## src/rtl/memrefresh_pkg.sv

```systemverilog
package memrefresh_pkg;
    typedef enum logic [1:0] {
        ST_IDLE     = 2'd0,
        ST_ARB_WAIT = 2'd1,
        ST_CYCLE    = 2'd2
    } rfsh_state_e;
endpackage

```

## src/rtl/rfsh_interval_timer.sv

```systemverilog
// Free-running interval timer; emits one tick per selected period.
module rfsh_interval_timer #(
    parameter int FAST_CLKS = 6,
    parameter int SLOW_CLKS = 40
) (
    input  logic clk,
    input  logic rst_n,
    input  logic use_slow,
    output logic tick
);
    localparam int MAXP = (SLOW_CLKS > FAST_CLKS) ? SLOW_CLKS : FAST_CLKS;
    localparam int TW   = $clog2(MAXP + 1);

    logic [TW-1:0] cnt;
    logic [TW-1:0] limit;

    always_comb begin
        limit = use_slow ? TW'(SLOW_CLKS - 1) : TW'(FAST_CLKS - 1);
        tick  = (cnt >= limit);
    end

    always_ff @(posedge clk or negedge rst_n) begin
        if (!rst_n)    cnt <= '0;
        else if (tick) cnt <= '0;
        else           cnt <= cnt + 1'b1;
    end

    // with periods of at least two clocks, ticks never come back to back
    assert_tick_gap_R5: assert property (@(posedge clk) disable iff (!rst_n)
        tick |=> !tick);
endmodule

```

## src/rtl/rfsh_credit_counter.sv

```systemverilog
// Saturating bank of refresh credits not yet turned into bus cycles.
module rfsh_credit_counter #(
    parameter int PEND_MAX = 4
) (
    input  logic clk,
    input  logic rst_n,
    input  logic add,
    input  logic take,
    output logic any
);
    localparam int CW = $clog2(PEND_MAX + 1);

    logic [CW-1:0] cnt;

    always_ff @(posedge clk or negedge rst_n) begin
        if (!rst_n) begin
            cnt <= '0;
        end else if (add && !take) begin
            if (cnt != CW'(PEND_MAX)) cnt <= cnt + 1'b1;
        end else if (take && !add) begin
            cnt <= cnt - 1'b1;
        end
    end

    assign any = (cnt != '0);

    // a cycle never starts without a banked credit
    assert_take_has_credit_R6: assert property (@(posedge clk) disable iff (!rst_n)
        take |-> (cnt != '0));
    // the bank holds at its ceiling instead of wrapping
    assert_no_overflow_R6: assert property (@(posedge clk) disable iff (!rst_n)
        (cnt == CW'(PEND_MAX) && add && !take) |=> (cnt == CW'(PEND_MAX)));
endmodule

```

## src/rtl/rfsh_progress.sv

```systemverilog
// Refresh address counter and start-up burst tracker.
module rfsh_progress #(
    parameter int ADDR_W     = 9,
    parameter int INIT_COUNT = 64
) (
    input  logic              clk,
    input  logic              rst_n,
    input  logic              step,
    output logic [ADDR_W-1:0] addr,
    output logic              init_done
);
    localparam int IW = $clog2(INIT_COUNT + 1);

    logic [IW-1:0] init_cnt;

    always_ff @(posedge clk or negedge rst_n) begin
        if (!rst_n) begin
            addr     <= '0;
            init_cnt <= '0;
        end else if (step) begin
            addr <= addr + 1'b1;
            if (init_cnt != IW'(INIT_COUNT)) init_cnt <= init_cnt + 1'b1;
        end
    end

    assign init_done = (init_cnt == IW'(INIT_COUNT));

    // once the start-up burst is complete it stays complete
    assert_init_sticky_R7: assert property (@(posedge clk) disable iff (!rst_n)
        init_done |=> init_done);
    // each completed cycle moves the address by exactly one
    assert_addr_step_R2: assert property (@(posedge clk) disable iff (!rst_n)
        step |=> (addr == ADDR_W'($past(addr) + 1'b1)));
endmodule

```

## src/rtl/memrefresh_ctrl.sv

```systemverilog
// Refresh cycle sequencer for DRAM on a parallel expansion channel.
module memrefresh_ctrl #(
    parameter int FAST_CLKS  = 6,
    parameter int SLOW_CLKS  = 40,
    parameter int PEND_MAX   = 4,
    parameter int INIT_COUNT = 64,
    parameter int ADDR_W     = 9
) (
    input  logic              clk,
    input  logic              rst_n,
    input  logic              rate_sel_n,
    input  logic              arb_phase,
    input  logic              cyc_done,
    output logic              rfsh_req,
    output logic              rfsh_n,
    output logic [ADDR_W-1:0] rfsh_addr,
    output logic              init_done
);
    import memrefresh_pkg::*;

    rfsh_state_e state_q, state_d;
    logic        tick;
    logic        any_credit;
    logic        start_cyc;
    logic        end_cyc;
    logic        use_slow;

    // Fast rate during start-up, then the register bit decides.
    assign use_slow  = init_done & rate_sel_n;
    assign start_cyc = (state_q == ST_ARB_WAIT) && arb_phase;
    assign end_cyc   = (state_q == ST_CYCLE) && cyc_done;

    rfsh_interval_timer #(
        .FAST_CLKS (FAST_CLKS),
        .SLOW_CLKS (SLOW_CLKS)
    ) timer_i (
        .clk      (clk),
        .rst_n    (rst_n),
        .use_slow (use_slow),
        .tick     (tick)
    );

    rfsh_credit_counter #(
        .PEND_MAX (PEND_MAX)
    ) credit_i (
        .clk   (clk),
        .rst_n (rst_n),
        .add   (tick),
        .take  (start_cyc),
        .any   (any_credit)
    );

    rfsh_progress #(
        .ADDR_W     (ADDR_W),
        .INIT_COUNT (INIT_COUNT)
    ) prog_i (
        .clk       (clk),
        .rst_n     (rst_n),
        .step      (end_cyc),
        .addr      (rfsh_addr),
        .init_done (init_done)
    );

    // Next-state logic
    always_comb begin
        state_d = state_q;
        unique case (state_q)
            ST_IDLE:     if (any_credit) state_d = ST_ARB_WAIT;
            ST_ARB_WAIT: if (arb_phase)  state_d = ST_CYCLE;
            ST_CYCLE:    if (cyc_done)   state_d = ST_IDLE;
            default:                     state_d = ST_IDLE;
        endcase
    end

    // State register
    always_ff @(posedge clk or negedge rst_n) begin
        if (!rst_n) state_q <= ST_IDLE;
        else        state_q <= state_d;
    end

    // Moore outputs
    always_comb begin
        rfsh_req = 1'b0;
        rfsh_n   = 1'b1;
        unique case (state_q)
            ST_IDLE:     ;
            ST_ARB_WAIT: rfsh_req = 1'b1;
            ST_CYCLE:    rfsh_n   = 1'b0;
            default:     ;
        endcase
    end

    // the address does not move while the refresh flag is low
    assert_addr_stable_R3: assert property (@(posedge clk) disable iff (!rst_n)
        (!rfsh_n && !cyc_done) |=> $stable(rfsh_addr));
    // a cycle starts only after an edge that saw the arbitrate phase
    assert_start_in_arb_R4: assert property (@(posedge clk) disable iff (!rst_n)
        $fell(rfsh_n) |-> ($past(arb_phase) && $past(rfsh_req)));
    // after a cycle ends, no request or cycle on the next clock
    assert_idle_gap_R8: assert property (@(posedge clk) disable iff (!rst_n)
        $rose(rfsh_n) |-> (!rfsh_req && rfsh_n));
    // request and cycle flags are never active together
    assert_req_excl_R4: assert property (@(posedge clk) disable iff (!rst_n)
        !(rfsh_req && !rfsh_n));
endmodule

```

## config.mk

```make
export PLATFORM = sky130hd
export DESIGN_NAME = memrefresh_ctrl
export DESIGN_NICKNAME = d
export VERILOG_FILES = /design/src/rtl/memrefresh_pkg.sv /design/src/rtl/rfsh_interval_timer.sv /design/src/rtl/rfsh_credit_counter.sv /design/src/rtl/rfsh_progress.sv /design/src/rtl/memrefresh_ctrl.sv
export SDC_FILE = /design/constraint.sdc
export NUM_CORES = 1
export LEC_CHECK = 0
export BUFFER_PORTS_ARGS = -buffer_cell sky130_fd_sc_hd__buf_2
export CAP_MARGIN = 20
export CORE_MARGIN = 2
export CORE_UTILIZATION = 38
export DETAILED_ROUTE_END_ITERATION = 10
export PLACE_DENSITY = 0.54
export SYNTH_ARGS = -nofsm -noshare
export SYNTH_HDL_FRONTEND = slang
export SYNTH_SLANG_ARGS = --single-unit
```

## constraint.sdc

```tcl
create_clock -name clk -period 5.4 [get_ports clk]
set_clock_uncertainty 0.15 [all_clocks]
set_input_delay 0.81 -clock clk [delete_from_list [all_inputs] [get_ports clk]]
set_output_delay 0.81 -clock clk [all_outputs]
set_load 0.01 [all_outputs]
```

======== Yosys cells after proc, flatten, opt, wreduce, memory -nomap -nowiden ========
Index checks and enable logic that the tools add are counted.
cells by class
  bitwise operators ....................... 1
  reductions and logical operators ........ 12
  equality and inequality tests ........... 9
  add/sub/neg operators ................... 5
  mux-type cells .......................... 11
  magnitude comparators ................... 1
operator list
  operator               count
  $mux W6                2
  $add A9 B1 Y9 const B  1
  $mux W3                3
  $ne A2 B2 Y1 const B   4
  $add A7 B1 Y7 const B  1
  $eq A7 B7 Y1 const B   1
  $ne A7 B7 Y1 const B   1
  $add A6 B1 Y6 const B  1
  $ge A6 B6 Y1           1
  $mux W2                3
  $pmux W2 S3            1
  $logic_and A1 B1 Y1    4
  $reduce_and A2 Y1      2
  $add A3 B1 Y3 const B  1
  $ne A3 B3 Y1 const B   1
  $reduce_and A3 Y1      1
  $reduce_bool A3 Y1     1
  $sub A3 B1 Y3 const B  1
  $eq A2 B1 Y1 const B   1
  $eq A2 B2 Y1 const B   1
  $logic_not A1 Y1       2
  $logic_not A2 Y1       1
  $mux W1                2
  $reduce_bool A2 Y1     1
  $and A1 B1 Y1          1
word-level totals
  input port bits ......................... 5
  output and inout bits ................... 12
  register bits ........................... 27

======== Logic depth before layout (Yosys ltp) ========
Gate-level depths: netlist (run 1).
  depth after elaboration ................. 8
  depth in mapped cells ................... 14
  gate-level depth less buffers ........... 13

======== By module ========
A second synthesis (run 1) with hierarchy kept.
unflattened totals
  cell total of the unflattened synthesis .. 131
  area, all modules ....................... 1411.4 µm²
modules (own cells, without submodules)
  module               cells each  times used  area each (µm²)
  rfsh_progress        61          1           733.2
  rfsh_interval_timer  30          1           309.0
  rfsh_credit_counter  29          1           262.8
  memrefresh_ctrl      11          1           106.4

======== Worst setup path after synthesis (run 1) ========
OpenSTA, ideal clock, no wires.
  path type ............................... flip-flop to flip-flop
  start ................................... register prog_i.init_cnt[0]
  end ..................................... register credit_i.cnt[2]
  clock period less this slack ............ 3.822 ns
  setup time .............................. 0.079 ns
  stages on the path, launching flop included .. 15
  data arrival time ....................... 3.593 ns
  path slack .............................. 1.578 ns
  cell sequence ........................... dfrtp_1 inv_1 ha_1 or4b_4 nor3_1 nand2_1 ha_1 a21oi_1 o211ai_1 buf_4 nand2_1 fa_1 or2_2 mux2_2 mux2i_1
on the way
  longest elaborated chain between the ends .. 8
ends and longest elaborated chain
  item                          RTL line                   RTL
  start: declaration            rfsh_progress.sv:14        logic [IW-1:0] init_cnt;
  start signal: assignment      rfsh_progress.sv:22        if (init_cnt != IW'(INIT_COUNT)) init_cnt <= init_cnt + 1'b1;
  $eq A7 B7 Y1 *                rfsh_progress.sv:26        assign init_done = (init_cnt == IW'(INIT_COUNT));
  net init_done                 memrefresh_ctrl.sv:17      output logic init_done
  $and A1 B1 Y1 *               memrefresh_ctrl.sv:29      assign use_slow = init_done & rate_sel_n;
  $mux W6 *                     rfsh_interval_timer.sv:18  limit = use_slow ? TW'(SLOW_CLKS - 1) : TW'(FAST_CLKS - 1);
  $ge A6 B6 Y1 *                rfsh_interval_timer.sv:19  tick = (cnt >= limit);
  $logic_not A1 Y1              rfsh_credit_counter.sv:20  end else if (take && !add) begin
  $logic_and A1 B1 Y1           rfsh_credit_counter.sv:20
  $reduce_bool A2 Y1 (no line)  -
  $reduce_and A2 Y1 (no line)   -
  end signal: assignment        rfsh_credit_counter.sv:19  if (cnt != CW'(PEND_MAX)) cnt <= cnt + 1'b1;
  end signal: assignment        rfsh_credit_counter.sv:21  cnt <= cnt - 1'b1;
  end: declaration              rfsh_credit_counter.sv:13  logic [CW-1:0] cnt;
The timed path passes the listed nets; every way through them passes the cells marked *.
A chain may end at the register's enable or synchronous reset.

======== Final worst setup path (run 1) ========
  start ................................... register prog_i.init_cnt[0]
  end ..................................... register credit_i.cnt[2]
on the way
  longest elaborated chain between the ends .. 8
ends and longest elaborated chain
  item                          RTL line
  $eq A7 B7 Y1 *                rfsh_progress.sv:26
  $and A1 B1 Y1 *               memrefresh_ctrl.sv:29
  $mux W6 *                     rfsh_interval_timer.sv:18
  $ge A6 B6 Y1 *                rfsh_interval_timer.sv:19
  $logic_not A1 Y1              rfsh_credit_counter.sv:20
  $logic_and A1 B1 Y1           rfsh_credit_counter.sv:20
  $reduce_bool A2 Y1 (no line)  -
  $reduce_and A2 Y1 (no line)   -
Mark *: on every way between the ends. The rest lies on a longest branch, timed or not.

==> results of run 1 <==
sequential cells by signal, summed over array words and instances, names as in the netlist:
signal and count:
state_q 2, credit_i.cnt 3, timer_i.cnt 6, prog_i.addr 9
prog_i.init_cnt 7
worst min-delay path by stage:
stage                     slack, ns  depth (start not counted)                             end
after CTS                      0.34                          1     credit_i.cnt[0]$_DFFE_PN0P_
after global placement         0.31                          1      prog_i.addr[8]$_DFFE_PN0P_
after detailed placement       0.32                          1  prog_i.init_cnt[6]$_DFFE_PN0P_
after global routing           0.36                          1        timer_i.cnt[3]$_DFF_PN0_
after floorplan                0.30                          1  prog_i.init_cnt[6]$_DFFE_PN0P_
final                          0.31                          1     credit_i.cnt[0]$_DFFE_PN0P_
logic make-up (layout without fill, tap and decap cells):
kind of cell    Yosys count  after routing
xor+xnor                 19             19
buf+inv                   9             28
simple gates             38             38
compound gates           12             12
flops                    27             27
mux                       7              7
fa+ha+maj                 7              7
layout by cell type, fill, tap and decap left out, types with 2 or more instances in the layout:
master and n:
a21oi_1 2, and3_1 2, and4_1 2, buf_2 16, clkbuf_4 3, dfrtp_1 27, ha_1 6, inv_1 7
mux2_2 2, mux2i_1 5, nand2_1 8, nand2b_1 2, nand3_1 6, nand4_1 3, nor2_1 7, o211ai_1 2
o21ai_0 2, xnor2_1 13, xor2_1 6
per-stage QoR:
step	utilization	power (mW)
after floorplan	-	0.442
after detailed placement	0.441	0.503
after global routing	0.449	0.634
after CTS	0.449	0.591
final	0.449	0.583
after global placement	0.441	0.492
cell type report:
class / count / area [µm²] / share of cell area
well taps: 46 / 57.6 / 0.0381
multi-input cells: 83 / 637 / 0.421
clock buffers: 3 / 22.5 / 0.0149
clock inverters: 1 / 5.00 / 0.00331
flip-flops and latches: 27 / 676 / 0.447
inverters: 7 / 26.3 / 0.0174
repair buffers: 17 / 87.6 / 0.0579
power groups by stage:
stage / Combinational [mW] / Sequential [mW] / Clock [mW]
floorplan: 0.131 / 0.310 / 0
CTS: 0.187 / 0.313 / 0.0916
global placement: 0.176 / 0.316 / 0
detailed placement: 0.186 / 0.317 / 0
finish: 0.182 / 0.312 / 0.0882
global route: 0.209 / 0.323 / 0.102
per-layer routing:
layer	vias up	wire length [µm]	GRT usage
met3	2	55	0.0214
met1	430	1100	0.163
met5	-	0	0
met2	7	1090	0.213
li1	444	-	-
met4	0	21	0.0326
cell usage after synthesis (all sizes together):
library cell	n
buf	2
dfrtp	27
nand3b	1
inv	7
o211ai	2
nand3	6
a21oi	2
and3b	1
and3	2
o2bb2ai	1
nor2	7
or2	1
xnor2	13
fa	1
nor3	1
a21o	1
a211oi	1
ha	6
o21ai	3
nor4	1
o31a	1
nor2b	1
nand2b	2
or4b	1
nand4	4
a21boi	1
mux2i	5
xor2	6
nand2	8
and4	2
mux2	2
==> results.txt, run 1 <==
Number of global-route vias before repair = 897
Worst-Skew Late Latency = 0.32 ns
CP startpoint kind = flop
Pint = 373 µW
Sink Count = 27
Overflow after GRT = 0
Starting density of the core = 0.402
Fin crit share = 0.686
Fin. Hold Viols = 0
R2R setup slack = 1.70 ns
CP bufs+invs = 2
Unrepaired setup endpoints after global routing = no
Proportion of synthesized area in mux cells = 0.0537
DR DRC count = 0
Post-Layout Cell Count = 184
Worst Setup EP = credit_i.cnt[2]$_DFFE_PN0P_
Clk slew on worst S/H paths = 0.15 ns
CTS resizes = 0
Initial DRC count = 17
Setup_tns = 0 ns
Synthesized cell area = 1350 µm²
Worst path cell trace = inv_1 -> ha_1 -> or4b_4 -> nor3_1 -> nand2_1 -> ha_1 -> nand2_1 -> o211ai_1 -> buf_4 -> nand2_1 -> fa_1 -> or2_2 -> mux2_2 -> mux2i_1
Clock Tree Buf Depth = 2
Top-area cell type share of the netlist area = 0.500
Port Buffers = 16
Post-Syn Instances = 119
Boundary Pins = 17
Area grow syn2layout = 11.9%
Die extent in y = 63.6 µm
Num CTS Buffers = 3
Xor/xnor share of the synthesized area = 0.123
Total vias in the final route = 883
CTS tree = done
Core area = 3360 µm²
RR Startpoint = prog_i.init_cnt[0]$_DFFE_PN0P_
Post-CTS Setup Inserts = 0
Compound-cell area share of the yosys netlist = 0.0657
Status = finished, final reports clean
Smallest hold slack = 0.313 ns
Psw = 210 µW
Combinational share of power = 0.313
Final Max Tran Viols = 0
Detailed Route WL = 2.27 mm
Largest net degree at the start of global routing = 28
Setup slack after layout = 1.70 ns
Clock share of power = 0.151
Inst Count DP = 180
Worst Tran Pin Value = 0.596 ns
Dpl cell area = 1480 µm²
CP endpoint kind = flop
Power per Cell Area = 385 nW/µm²
Post-Synth Simple-Gate Area = 0.158
First-pass DRT Iterations = 3
Sequential Power Share = 0.536
Global-route wire length before repair = 4.02 mm
CP Data Arrival Time = 3.82 ns
P_leak = 0.734 nW
FF+latch count, synth = 27
Terminus of the critical flop-to-flop path = credit_i.cnt[2]$_DFFE_PN0P_
CP most frequent cell = nand2_1
Area leader, netlist = dfrtp_1
Hold WC Path Type = in2async
Row cnt = 21
Largest family of logic cells by synthesized area = simple AND/OR/NAND/NOR gates
Detail Route Antenna Nets = 0
Routed WL per cell = 12.3 µm
Clk root buf = clkbuf_4
Routability Congestion = 0.802
Global Route Usage Sum = 0.125
Fin area = 1510 µm²
Worst path slowest cell = or4b_4
Max-Cap Viols = 0
Initial antenna violation count = 0
CP Data Required Time = 5.51 ns
Worst path max stage delay = 0.46 ns
Sw Ratio = 0.360
Yosys warns = 0
Setup CP Type = reg2reg
Peak VDD IR = 0.258 mV
Top cells by area, synth = dfrtp_1, xnor2_1, ha_1
# H-tree levels = 1
Post-Synth Adder-Cell Area = 0.0704
Fill count = 339
Sequential fraction of the synthesis area = 0.500
CP Max Fanout = 14
Max_slew headroom = 0.603
Net Count, Synth = 131
Hpwl dp = 1.67 mm
Final net count = 151
Via/cell ratio = 4.80
Reg2Reg Depth = 14
Top delay family on crit path = simple AND/OR/NAND/NOR gates
Final setup fails = 0
Post-synth cell types = 34
Post-Syn Area per Cell = 11.4 µm²
Area of the die = 4050 µm²
# diodes = 0
Chip width = 63.6 µm
Share of layout cells above drive strength 1 = 0.196
Fmax = 270 MHz
Period minus WS final = 3.70 ns
CP Depth = 14
Hold_buf cts = 0
Worst setup path startpoint = prog_i.init_cnt[0]$_DFFE_PN0P_
DP Worst Slack = 1.67 ns
Power figures use the tool's default switching activity.
==> inputs of run 2 (changes only) <==
PLACE_DENSITY = 0.56   (was 0.54)
clock period = 3.2 ns   (was 5.4 ns; I/O delays follow)
==> run 2 against run 1 <==
Effect of this change:
- the run now ends with negative hold slack, negative setup slack left
- utilization up 3.9 points
- fmax up 16%
- sequential power rose by 68%
- register-to-register slack worse by 1.7 ns
- critical endpoint unchanged
- largest cell class is now multi-input combinational cells
==> results.txt, run 2 (synthesized netlist as in run 1, its figures left out) <==
Setup slack after layout = -0.00655 ns
CTS tree = done
Top reg by flops = prog_i.addr
Hpwl dp = 1.80 mm
Initial antenna violation count = 0
Detail Route Antenna Nets = 0
Commonest non-fill, non-tap cell in the layout = dfrtp_1
Max reg flops = 9
Worst Tran Pin Value = 0.593 ns
Starting density of the core = 0.402
Clock Tree Buf Depth = 2
Power per Cell Area = 659 nW/µm²
Status = finished, violations left
Setup CP Type = reg2reg
Die extent in y = 63.6 µm
Number of global-route vias before repair = 980
CP Data Arrival Time = 3.31 ns
First-pass DRT Iterations = 4
Hold_buf cts = 0
Smallest hold slack = -0.0148 ns
Largest registers = prog_i.addr: 9 flops, prog_i.init_cnt: 7 flops, timer_i.cnt: 6 flops
CP Data Required Time = 3.31 ns
Final core utilization = 0.488
# H-tree levels = 1
Worst path cell trace = inv_2 -> ha_4 -> or4b_4 -> nor3_4 -> nand2_2 -> ha_4 -> nand2_1 -> o211ai_1 -> nand2_2 -> fa_2 -> or2_4 -> mux2_2 -> mux2i_1
Routability Congestion = 0.815
CP bufs+invs = 1
Fin area = 1640 µm²
Share of layout cells above drive strength 1 = 0.320
Design Power = 1.08 mW
Overflow after GRT = 0
Area of the die = 4050 µm²
P_leak = 0.784 nW
Total vias in the final route = 944
Peak VDD IR = 0.409 mV
Initial DRC count = 26
Global-route wire length before repair = 4.46 mm
Top delay family on crit path = simple AND/OR/NAND/NOR gates
Worst path slowest cell = or4b_4
Worst-Skew Late Latency = 0.32 ns
Chip width = 63.6 µm
Fin. Hold Viols = 27
Final Max Tran Viols = 0
Period minus WS final = 3.21 ns
Global Route Usage Sum = 0.138
DR DRC count = 0
Final net count = 160
Fill count = 346
Worst path max stage delay = 0.48 ns
Routed WL per cell = 13.0 µm
Clk root buf = clkbuf_4
Clk slew on worst S/H paths = 0.15 ns
Max_slew headroom = 0.604
Num CTS Buffers = 3
CP startpoint kind = flop
Port Buffers = 16
CP endpoint kind = flop
Row cnt = 21
Via/cell ratio = 4.89
Unrepaired setup endpoints after global routing = yes
Max-Cap Viols = 0
Detailed Route WL = 2.51 mm
Largest net degree at the start of global routing = 28
Sink Count = 27
Boundary Pins = 17
Most frequent cells in the layout = dfrtp_1, buf_2, xnor2_1, buf_4, nor2_1
Fmax = 312 MHz
CP Max Fanout = 2
Dpl cell area = 1550 µm²
# diodes = 0
Hold WC Path Type = in2async
Core area = 3360 µm²
Fin crit share = 1.00
Final setup fails = 1
Failing checks = negative hold slack, negative setup slack
Area grow syn2layout = 21.5%
## run 2: cell count changes in the layout (fill, tap and decap cells not counted), sizes merged
cell / previous run / this run
buf: 17 / 26
## run 2: path summary, 6_finish.rpt
kind | from | end | slack, ns | cells after the start
setup / recovery | prog_i.init_cnt[0]$_DFFE_PN0P_ | credit_i.cnt[2]$_DFFE_PN0P_ | -0.007 | 13
hold / removal | rst_n | prog_i.addr[6]$_DFFE_PN0P_ | -0.01 | 1
setup reg to reg | prog_i.init_cnt[0]$_DFFE_PN0P_ | credit_i.cnt[2]$_DFFE_PN0P_ | -0.007 | 13
hold reg to reg | prog_i.addr[8]$_DFFE_PN0P_ | prog_i.addr[8]$_DFFE_PN0P_ | 0.33 | 1
max in group asynchronous | rst_n | credit_i.cnt[2]$_DFFE_PN0P_ | 2.53 | 1
min in group clk | arb_phase | state_q[0]$_DFFE_PN0P_ | 0.18 | 2
## run 2: where the power goes
group          internal (mW)  leakage, nW  switching (mW)
combinational          0.223        0.410           0.188
clock                 0.0468       0.0177           0.101
sequential             0.421        0.356           0.102
total                  0.691        0.784           0.391
## run 2: metal layers
metal,share of wire,up-vias,GRT usage
met4,0.0084,0,0.0489
met2,0.49,16,0.222
li1,-,466,-
met3,0.036,2,0.0214
met1,0.47,460,0.188
met5,0,-,0
## run 2: cell type report
type	count	area [µm²]	share of cell area
multi-input cells	83	699	0.426
flip-flops and latches	27	676	0.412
repair buffers	26	155	0.0945
well taps	46	57.6	0.0351
inverters	7	26.3	0.0160
clock buffers	3	22.5	0.0137
clock inverters	1	5.00	0.00305
## run 2: metrics by stage
stage	TNS [ns]	hold WS [ns]	setup slack, ns	cells
after floorplan	-0.697	0.0344	-0.412	119
after global placement	0	0.309	0.0119	186
after detailed placement	-0.135	0.319	-0.107	186
after CTS	0	0.0126	0.00104	194
after global routing	-0.222	0.0294	-0.157	193
final	-0.00655	-0.0148	-0.00655	193
## run 2: what timing repair did
item	in CTS	in global routing
pin swaps	4	3
setup buffers	4	0
endpoints found under the hold margin	0	0
gates resized for setup	1	8
cloned	0	0
setup endpoints to repair	2	3
==> inputs of run 3 (changes only) <==
CORE_MARGIN = default   (was 2)
==> run 3 against run 2 <==
Effect of this change:
- the flow now finishes without violations
- global-route usage increased by 1.7 points
- sequential share of layout area down 1.6 points
- die area down 6.2%
- routed wire length is 0.32% higher
- cell count rose by 5.7%
- hold slack improved by 0.19 ns
- non-clock buffer count is 11 higher
- clock power grew 9%
- power increased by 2.1%
- fmax grew 0.27%
- first-iteration DRC count increased by 46%
==> results.txt, run 3 (synthesized netlist as in run 1, its figures left out) <==
Status = finished, final reports clean
Fill count = 333
Largest registers = prog_i.addr: 9 flops, prog_i.init_cnt: 7 flops, timer_i.cnt: 6 flops
CTS tree = done
Final Max Tran Viols = 0
CP startpoint kind = flop
Clk slew on worst S/H paths = 0.16 ns
Detail Route Antenna Nets = 0
Worst-Skew Late Latency = 0.33 ns
Total vias in the final route = 967
Clk root buf = clkbuf_4
Global routing usage on met1 = 0.208
Number of global-route vias before repair = 946
Port Buffers = 16
Starting density of the core = 0.402
Top delay family on crit path = simple AND/OR/NAND/NOR gates
Num CTS Buffers = 3
CP Max Fanout = 2
CP endpoint kind = flop
Pint = 713 µW
Final net count = 171
# H-tree levels = 1
GR peak layer = met2
Worst path cell trace = inv_2 -> ha_1 -> or4b_4 -> nor3_4 -> nand2_2 -> ha_1 -> a21oi_1 -> o211ai_1 -> nand2_2 -> fa_2 -> or2_4 -> mux2_2 -> mux2i_1
Commonest non-fill, non-tap cell in the layout = dfrtp_1
Worst setup path startpoint = prog_i.init_cnt[0]$_DFFE_PN0P_
First-pass DRT Iterations = 4
Max reg flops = 9
P_leak = 0.840 nW
Sequential Power Share = 0.473
DR DRC count = 0
Most frequent cells in the layout = dfrtp_1, buf_4, buf_2, xnor2_1, nor2_1
Psw = 392 µW
Period minus WS final = 3.20 ns
Met3 usage = 0.0252
Overflow after GRT = 0
Post-Layout Cell Count = 204
Global Route Usage Sum = 0.156
Via/cell ratio = 4.74
Setup CP Type = reg2reg
Max-Cap Viols = 0
Worst Tran Pin Value = 0.612 ns
Area grow syn2layout = 26.4%
Hold Startpoint = arb_phase
Final core utilization = 0.508
Routed WL per cell = 12.3 µm
Initial antenna violation count = 0
# diodes = 0
Final setup fails = 0
RR Startpoint = prog_i.init_cnt[0]$_DFFE_PN0P_
Sw Ratio = 0.355
Power per Cell Area = 647 nW/µm²
Worst path slowest cell = or4b_4
Row cnt = 21
Hold WC Path Type = in2reg
Clock share of power = 0.145
Clock Tree Buf Depth = 2
Chip width = 61.6 µm
Global-route wire length before repair = 4.31 mm
CP Data Required Time = 3.32 ns
Largest net degree at the start of global routing = 28
Boundary Pins = 17
Detailed Route WL = 2.51 mm
Global Route met2 Usage = 0.249
Routability Congestion = 0.800
Max_slew headroom = 0.592
Unrepaired setup endpoints after global routing = yes
Design Power = 1.11 mW
Fmax = 313 MHz
Top reg by flops = prog_i.addr
Share of layout cells above drive strength 1 = 0.335
CP Data Arrival Time = 3.31 ns
Core area = 3360 µm²
Combinational share of power = 0.381
Area of the die = 3800 µm²
Fin. Hold Viols = 0
Initial DRC count = 38
Hpwl dp = 1.71 mm
Setup_tns = 0 ns
Worst path max stage delay = 0.48 ns
Sink Count = 27
CP bufs+invs = 1
Peak VDD IR = 0.376 mV
Die extent in y = 61.6 µm
Fin crit share = 0.999
Inst Count DP = 187
-- run 3: power groups by stage --
stage	sequential (mW)	clock (mW)	combinational [mW]
floorplan	0.527	0	0.231
global placement	0.520	0	0.376
detailed placement	0.527	0	0.390
CTS	0.522	0.169	0.412
global route	0.537	0.182	0.470
finish	0.523	0.161	0.421
-- run 3: final cells by class --
type	instances	area (µm²)	area share
multi-input cells	83	671	0.393
flip-flops and latches	27	676	0.396
repair buffers	37	246	0.144
well taps	46	57.6	0.0337
clock inverters	1	8.76	0.00513
inverters	7	26.3	0.0154
clock buffers	3	22.5	0.0132
-- run 3: through the flow --
stage | cell area, µm² | hold slack, ns | setup WS, ns
after floorplan | 1370 | 0.0344 | -0.412
after global placement | 1560 | 0.309 | 0.00307
after detailed placement | 1560 | 0.319 | -0.0661
after CTS | 1670 | 0.163 | -0.00735
after global routing | 1710 | 0.161 | -0.135
final | 1710 | 0.173 | 0.00203
-- run 3: worst paths after layout --
| check | endpoint | slack (ns) | cells past startpoint |
|---|---|---|---|
| min in group asynchronous | prog_i.addr[4]$_DFFE_PN0P_ | 0.52 | 2 |
| setup reg to reg | credit_i.cnt[2]$_DFFE_PN0P_ | 0.002 | 13 |
| hold / removal | state_q[0]$_DFFE_PN0P_ | 0.17 | 2 |
| max in group asynchronous | credit_i.cnt[1]$_DFFE_PN0P_ | 1.98 | 2 |
| setup / recovery | credit_i.cnt[2]$_DFFE_PN0P_ | 0.002 | 13 |
| hold reg to reg | prog_i.addr[8]$_DFFE_PN0P_ | 0.34 | 1 |
-- run 3: timing repair --
action,in CTS,in global routing
resized for setup,1,3
hold endpoints to repair,17,0
cloned,0,0
setup buffers,10,2
setup endpoints to repair,2,3
hold buffers,1,0
pin swaps,5,1
-- run 3: layer usage --
| layer | vias to the layer above | share of wire |
|---|---|---|
| met2 | 13 | 0.47 |
| li1 | 490 | - |
| met4 | 0 | 0.0084 |
| met3 | 2 | 0.024 |
| met1 | 462 | 0.49 |
| met5 | - | 0 |
-- run 3: worst register-to-register path: stages (launching register included) --
cell and delay (ns):
dfrtp_1 0.42, inv_2 0.06, ha_1 0.13, or4b_4 0.48, nor3_4 0.16, nand2_2 0.12, ha_1 0.29, a21oi_1 0.06
o211ai_1 0.23, nand2_2 0.08, fa_2 0.35, or2_4 0.24, mux2_2 0.25, mux2i_1 0.12
